$ cat config.mk
export PLATFORM = sky130hd
export DESIGN_NAME = bus_xcvr_reg
export DESIGN_NICKNAME = d
export VERILOG_FILES = /design/src/rtl/xcvr_pkg.sv /design/src/rtl/edge_rise.sv /design/src/rtl/cap_reg.sv /design/src/rtl/path_sel.sv /design/src/rtl/bus_xcvr_reg.sv
export SDC_FILE = /design/constraint.sdc
export NUM_CORES = 1
export LEC_CHECK = 0
export BUFFER_PORTS_ARGS = -buffer_cell sky130_fd_sc_hd__buf_4
export CAP_MARGIN = 20
export CORE_MARGIN = 1.5
export CORE_UTILIZATION = 40
export DETAILED_ROUTE_END_ITERATION = 6
export PLACE_DENSITY = 0.75
export SLEW_MARGIN = 20
export SYNTH_ARGS = -nofsm -noshare
export SYNTH_HDL_FRONTEND = slang
export SYNTH_SLANG_ARGS = --single-unit
$ cat constraint.sdc
create_clock -name clk -period 2 [get_ports clk]
set_input_delay 0.1 -clock clk [delete_from_list [all_inputs] [get_ports clk]]
set_output_delay 0.1 -clock clk [all_outputs]
set_load 0.05 [all_outputs]
$ cat src/rtl/xcvr_pkg.sv
package xcvr_pkg;
  typedef enum logic [1:0] {
    DRV_NONE = 2'd0,
    DRV_A    = 2'd1,
    DRV_B    = 2'd2
  } drive_t;

  function automatic drive_t pick_drive(input logic en_n, input logic dir);
    if (en_n)     return DRV_NONE;
    else if (dir) return DRV_B;
    else          return DRV_A;
  endfunction
endpackage

$ cat src/rtl/edge_rise.sv
module edge_rise (
  input  logic clk,
  input  logic rst,
  input  logic lvl,
  output logic rise
);
  logic prev;

  always_ff @(posedge clk) begin
    if (rst) prev <= 1'b0;
    else     prev <= lvl;
  end

  assign rise = lvl & ~prev;


  no_double_rise_chk: assert property (@(posedge clk) disable iff (rst)
    rise |=> !rise);
endmodule

$ cat src/rtl/cap_reg.sv
module cap_reg #(
  parameter int W = 8
) (
  input  logic         clk,
  input  logic         rst,
  input  logic         load,
  input  logic [W-1:0] d,
  output logic [W-1:0] q
);
  always_ff @(posedge clk) begin
    if (rst)       q <= '0;
    else if (load) q <= d;
  end


  cap_load_chk: assert property (@(posedge clk) disable iff (rst)
    load |=> (q == $past(d)));


  cap_hold_chk: assert property (@(posedge clk) disable iff (rst)
    !load |=> $stable(q));
endmodule

$ cat src/rtl/path_sel.sv
module path_sel #(
  parameter int W = 8
) (
  input  logic         clk,
  input  logic         rst,
  input  logic         sel,
  input  logic [W-1:0] live,
  input  logic [W-1:0] stored,
  output logic [W-1:0] out
);
  always_ff @(posedge clk) begin
    if (rst) out <= '0;
    else     out <= sel ? stored : live;
  end


  no_mix_chk: assert property (@(posedge clk) disable iff (rst)
    !rst |=> (out == $past(live) || out == $past(stored)));
endmodule

$ cat src/rtl/bus_xcvr_reg.sv
module bus_xcvr_reg
  import xcvr_pkg::*;
#(
  parameter int W = 8
) (
  input  logic         clk,
  input  logic         rst,
  input  logic         en_n,
  input  logic         dir,
  input  logic         sel_ab,
  input  logic         sel_ba,
  input  logic         cap_a,
  input  logic         cap_b,
  input  logic [W-1:0] a_in,
  input  logic [W-1:0] b_in,
  output logic [W-1:0] a_out,
  output logic         a_oe,
  output logic [W-1:0] b_out,
  output logic         b_oe
);
  localparam int NSIDE = 2;

  logic [NSIDE-1:0] cap_lvl;
  logic [NSIDE-1:0] cap_rise;
  logic [NSIDE-1:0] sel_src;
  logic [W-1:0]     bus_in   [NSIDE];
  logic [W-1:0]     stored   [NSIDE];
  logic [W-1:0]     path_out [NSIDE];
  drive_t           drv;

  assign cap_lvl   = {cap_b, cap_a};
  assign sel_src   = {sel_ba, sel_ab};
  assign bus_in[0] = a_in;
  assign bus_in[1] = b_in;

  for (genvar s = 0; s < NSIDE; s++) begin : g_side
    edge_rise u_edge (
      .clk  (clk),
      .rst  (rst),
      .lvl  (cap_lvl[s]),
      .rise (cap_rise[s])
    );

    cap_reg #(.W(W)) u_reg (
      .clk  (clk),
      .rst  (rst),
      .load (cap_rise[s]),
      .d    (bus_in[s]),
      .q    (stored[s])
    );

    path_sel #(.W(W)) u_path (
      .clk    (clk),
      .rst    (rst),
      .sel    (sel_src[s]),
      .live   (bus_in[s]),
      .stored (stored[s]),
      .out    (path_out[s])
    );
  end

  assign b_out = path_out[0];
  assign a_out = path_out[1];

  assign drv = pick_drive(en_n, dir);

  always_ff @(posedge clk) begin
    a_oe <= (drv == DRV_A);
    b_oe <= (drv == DRV_B);
  end


  oe_excl_chk: assert property (@(posedge clk) disable iff (rst)
    !(a_oe && b_oe));


  iso_chk: assert property (@(posedge clk) disable iff (rst)
    en_n |=> (!a_oe && !b_oe));


  drive_a_chk: assert property (@(posedge clk) disable iff (rst)
    (!en_n && !dir) |=> a_oe);


  drive_b_chk: assert property (@(posedge clk) disable iff (rst)
    (!en_n && dir) |=> b_oe);


  dual_cap_chk: assert property (@(posedge clk) disable iff (rst)
    (cap_rise == 2'b11) |=> (stored[0] == $past(a_in) && stored[1] == $past(b_in)));
endmodule

==> results.yml, run 1 <==
synth:
  synth_top_cells_by_area: "dfxtp_1 50%, nand4bb_1 12%, mux2i_1 11%"
  synth_cells: 129
  avgSynthCellArea_um2: 11.18
  yosysSeqAreaShare_pct: 49.96
  synth_fp_nets: 153
  netlist_area_mm2: 0.001443
  synth_cell_types: 11
  yosys_warnings: 0
  synth_top_area_share_pct: 49.96
  yosys.area.top_type: "dfxtp_1"
  synth_seq_cells: 36
setup_path:
  r2r_slack_ns: 1.05
  path_class: "in -> reg"
  crit_arrival_ns: 1.45
  cp.required_ns: 2.29
  critPathMaxFanout: 2
  startpoint_type: "primary input"
  end_kind: "flip-flop"
power:
  switching_power_mw: 0.3993
  power.internal_mw: 1.015
  powerDensity_mw_per_mm2: 723.3
  p_clk_share_pct: 25.0
  p_comb_share_pct: 20.0
  switching_share_pct: 28.23
  p_seq_share_pct: 55.0
  leakagePower_nw: 0.8375
  ir_drop_mv: 0.3806
floorplanning:
  core-area_mm2: 0.003390
  die_y_um: 63.06
  die-area_mm2: 0.003976
  fp.dieW_um: 63.06
  ios: 42
  num_rows: 21
  initial_core_util_pct: 42.56
global_route:
  overflow: 0
  grt_usage_pct: 15.74
  grt_pass1_vias: 1088
  grt_max_degree: 51
  antenna_found_initial: 0
  grt_pass1_wl_mm: 4.774
sta:
  setup_violations: 0
  drv_slew: 0
  fin_tns_setup_ns: 0
  holdWs_ns: 0.01119
  fmax_mhz: 858.6
  period_share_pct: 58.23
  skew_ns: 0.003356
  rsz0062_at_grt: "false"
  setup_ws_ns: 0.8353
  worst_pin_slew_ns: 0.3852
  min_period_ns: 1.165
  hold_viol: 0
  max_slew_margin_pct: 74.32
placement:
  pre_cts_slack_ns: 1.056
  gp_congestion: 0.7463
  hpwlAfterDp_mm: 1.900
  io_buffers: 41
routing:
  ant_nets: 0
  first_iter_violations: 32
  drc: 0
  firstDrtPassIters: 4
  dr_total_vias: 1118
  wl_per_cell_um: 12.40
  wl_mm: 2.851
  via_per_inst: 4.861
finish:
  final_common_cell: "buf_4"
  drive_gt1_share_pct: 35.33
  fillCellCount: 305
  final_util_pct: 57.70
  nets: 208
  area_delta_synth_final_pct: 35.56
  n_antenna_cell: 0
  layout_common_cells: "41 x buf_4, 36 x dfxtp_1, 17 x nor2_1"
clock_tree:
  clock_latency_ns: 0.33
  cts_max_level: 2
  numCtsBuffers: 5
  cts_tree: "done"
  root_buffer: "clkbuf_4"
  numClockSinks: 36
  clk_pin_slew_ns: 0.10
  cts-resized-gates: 0
  clockBufferDepth: 2
flow_run:
  maxCapViolCount: 0
worst_hold_path:
  worstHoldPathType: "in -> reg"
outcome:
  status: "complete, no violations"
## worst max-delay path: stages
cell and delay, ns:
dlygate4sd3_1 0.55, buf_4 0.14, nor2_1 0.11, dlygate4sd3_1 0.55
## cell usage after synthesis, drive strengths merged
library cell	count
o21ai	16
nor2	17
and2b	2
nor2b	3
clkbuf	3
nand4bb	16
dfxtp	36
nand2b	16
buf	4
mux2i	16
## sequential cells by signal, indices dropped and copies added (netlist names)
| name | count |
|---|---|
| g_side.u_path.out | 16 |
| g_side.u_reg.q | 16 |
| g_side.u_edge.prev | 2 |
| a_oe | 1 |
| b_oe | 1 |
## layer usage
metal / GRT usage (%) / part of all wire (%) / wire (µm)
met1: 15.58 / 41 / 1178
met2: 27.53 / 51 / 1441
met3: 7.143 / 6.6 / 189
met4: 8.056 / 1.5 / 42
met5: 0 / 0 / 0
## through the flow
stage | std cells | total power, mW | area [µm²]
after floorplan | 129 | 0.9656 | 1443
after global placement | 209 | 1.050 | 1769
after detailed placement | 209 | 1.057 | 1769
after CTS | 230 | 1.435 | 1956
after global routing | 230 | 1.491 | 1956
final | 230 | 1.415 | 1956
## area by class of cell
cell class | instances | area (µm²) | share of cell area [%]
Timing Repair Buffer | 55 | 447.9 | 22.90
Sequential cell | 36 | 720.7 | 36.85
Tap cell | 46 | 57.56 | 2.943
Clock buffer | 6 | 41.29 | 2.111
Multi-Input combinational cell | 86 | 683.2 | 34.93
Clock inverter | 1 | 5.005 | 0.2559
## what timing repair did
action / in CTS / in global routing
hold buffers: 14 / 0
setup buffers: 0 / 0
hold endpoints to repair: 13 / 0
## power by group through the flow
stage               clock network, mW  registers, mW  logic (mW)
floorplan                           0          0.864       0.101
global placement                    0          0.793       0.257
detailed placement                  0          0.795       0.262
CTS                             0.373          0.779       0.284
global route                    0.408          0.783       0.300
finish                          0.354          0.778       0.282
## cell families after synthesis
family | Yosys count | share of synthesized area, %
AOI/OAI and AO/OA | 16 | 9.713
buffers and inverters | 7 | 2.688
DFF | 36 | 49.96
muxes | 16 | 11.10
and+or+nand+nor | 54 | 26.54
## worst paths after layout
path | start | end | cells after the start
worst min-delay path | b_in[0] | g_side[1].u_path.out[0]$_SDFF_PP0_ | 3
worst min register to register | g_side[0].u_reg.q[6]$_SDFFE_PP0P_ | g_side[0].u_reg.q[6]$_SDFFE_PP0P_ | 2
worst max register to register | g_side[1].u_edge.prev$_SDFF_PP0_ | g_side[1].u_reg.q[7]$_SDFFE_PP0P_ | 2
worst max-delay path | en_n | a_oe$_DFF_P_ | 4
(Power assumes the default switching activity.)
==> run 2, diff against run 1 <==
ABC_AREA = 1   (was default)
PLACE_DENSITY = 0.78   (was 0.75)
clock period = 1 ns   (was 2 ns; I/O delays follow)
==> run 2 against run 1 <==
Highest routed layer unchanged; largest cell class unchanged; die area shrank 6.4%; sequential share of layout area grew 1.1 points; clock skew grew 0.0029 ns; wire length grew 0.81%.
==> results.yml, run 2 <==
outcome:
  status: "complete, no violations"
global_route:
  grt_max_degree: 33
  grt_usage_pct: 17.40
  grt_pass1_vias: 1060
  antenna_found_initial: 0
  grt_pass1_wl_mm: 4.595
  overflow: 0
synth:
  synth_cell_types: 11
  synth_seq_cells: 36
  avgSynthCellArea_um2: 7.357
  yosysMostFrequentCell: "nor2_1"
  yosys.area.top_type: "dfxtp_1"
  synth_top_area_share_pct: 53.53
  ys.flop_type: "dfxtp_1"
  yosysSeqAreaShare_pct: 53.53
  synth_top_cells_by_area: "dfxtp_1 54%, nor2_1 19%, nand3_1 5.9%"
  synth_fp_nets: 207
  synth_edf_count: 0
  synth_cells: 183
  async_reset_ff_share_pct: 0
  synthTopCellsByCount: "68 x nor2_1, 36 x dfxtp_1, 21 x inv_1"
  netlist_area_mm2: 0.001346
  yosys_warnings: 0
clock_tree:
  cts_tree: "done"
  numClockSinks: 36
  clock_latency_ns: 0.33
  cts_hold_buf: 17
  clk_pin_slew_ns: 0.10
  clockBufferDepth: 2
  cts_setup_buffers: 0
  root_buffer: "clkbuf_4"
  cts-resized-gates: 0
  cts_max_level: 2
  numCtsBuffers: 5
placement:
  hpwlAfterDp_mm: 1.815
  io_buffers: 41
  pre_cts_slack_ns: 0.1500
  gp_congestion: 0.7529
  placed_cell_area_mm2: 0.001692
floorplanning:
  ios: 42
  die-area_mm2: 0.003723
  fp.dieW_um: 61.02
  die_y_um: 61.02
  initial_core_util_pct: 43.04
  num_rows: 20
  core-area_mm2: 0.003128
finish:
  top_regs: "g_side.u_path.out (16), g_side.u_reg.q (16), g_side.u_edge.prev (2)"
  nets: 268
  final_common_cell: "nor2_1"
  fillCellCount: 291
  final_util_pct: 60.72
  n_antenna_cell: 0
  final_area_mm2: 0.001899
  drive_gt1_share_pct: 21.49
  layout_common_cells: "68 x nor2_1, 41 x buf_4, 36 x dfxtp_1, 21 x inv_1, 17 x dlygate4sd3_1"
  area_delta_synth_final_pct: 41.08
sta:
  min_period_ns: 0.9158
  setup_ws_ns: 0.08417
  skew_ns: 0.006295
  rsz0062_at_grt: "false"
  fmax_mhz: 1092
  period_share_pct: 91.58
  fin_tns_setup_ns: 0
  drv_slew: 0
  max_slew_margin_pct: 82.78
  worst_pin_slew_ns: 0.2581
  setup_violations: 0
  hold_viol: 0
  holdWs_ns: 0.01610
power:
  powerDensity_mw_per_mm2: 1506
  ir_drop_mv: 0.6657
  leakagePower_nw: 0.9682
setup_path:
  max_stage_delay_ns: 0.34
  critical-path-top-delay-family: "flip-flops"
  worstPathCellList: "buf_4"
  cp_slowest_cell: "dfxtp_1"
  critPathMaxFanout: 1
  cp.required_ns: 0.95
  end_kind: "output port"
  path_class: "reg -> out"
  startpoint_type: "flip-flop"
  crit_arrival_ns: 0.87
  critPathBufInv: 1
routing:
  wl_mm: 2.874
  dr_wl_met2_mm: 1.376
  drc: 0
  ant_nets: 0
  wl_met3_um: 185
  via_per_inst: 4.367
  dr_total_vias: 1249
  firstDrtPassIters: 4
  wl_per_cell_um: 10.05
  first_iter_violations: 37
  top_layer: "met4"
  wl_met1_mm: 1.254
worst_hold_path:
  worstHoldPathType: "in -> reg"
flow_run:
  maxCapViolCount: 0
==> run 2: cell count changes after synthesis, moves of 3 or more <==
cell | before | now
nor2_1 | 17 | 68
inv_1 | 0 | 21
mux2i_1 | 16 | 0
nand2_1 | 0 | 16
nand2b_1 | 16 | 0
nand3_1 | 0 | 16
nand4bb_1 | 16 | 0
o21ai_2 | 16 | 0
o21ai_0 | 0 | 15
buf_4 | 3 | 0
clkbuf_1 | 3 | 0
inv_2 | 0 | 3
nor2b_1 | 3 | 0
==> run 2: layout make-up <==
type	instances	area (µm²)	area share, %
repair buffers	59	498.0	26.22
inverters	24	90.09	4.743
flip-flops and latches	36	720.7	37.94
clock buffers	5	37.54	1.976
well taps	44	55.05	2.899
multi-input cells	118	498.0	26.22
==> run 2: power breakdown <==
group | leakage [nW] | internal, mW | switching [mW]
Sequential | 0.299 | 1.54 | 0.0402
Clock | 0.0230 | 0.235 | 0.420
Combinational | 0.646 | 0.252 | 0.377
Total | 0.968 | 2.02 | 0.838
==> run 2: path summary, 6_finish.rpt <==
kind,start,to,slack [ns],cells after the start
hold / removal,b_in[7],g_side[1].u_path.out[7]$_SDFF_PP0_,0.02,3
setup / recovery,g_side[0].u_path.out[3]$_SDFF_PP0_,b_out[3],0.08,1
setup reg to reg,g_side[0].u_edge.prev$_SDFF_PP0_,g_side[0].u_reg.q[6]$_SDFFE_PP0P_,0.12,4
hold reg to reg,g_side[1].u_reg.q[0]$_SDFFE_PP0P_,g_side[1].u_reg.q[0]$_SDFFE_PP0P_,0.49,2
==> run 2: metal layers <==
metal,vias up,GRT usage (%)
met5,-,0
met4,0,11.18
met3,4,3.992
met2,46,28.73
met1,524,20.34
li1,675,-
==> run 2: logic make-up after synthesis <==
kind of cell / Yosys count / synth area share, %
AND/OR/NAND/NOR: 102 / 31.04
flip-flops: 36 / 53.53
buffers and inverters: 29 / 9.479
AO/OA/AOI/OAI: 16 / 5.947
==> run 2: stage by stage <==
step / instances / power [mW]
floorplan: 183 / 1.983
global placement: 264 / 2.178
detailed placement: 264 / 2.186
CTS: 286 / 2.885
global route: 286 / 3.018
finish: 286 / 2.860
==> run 2: tightest hold or removal path, stage by stage <==
cell and delay (ns):
buf_4 0.09, o21ai_0 0.07, nor2_1 0.10
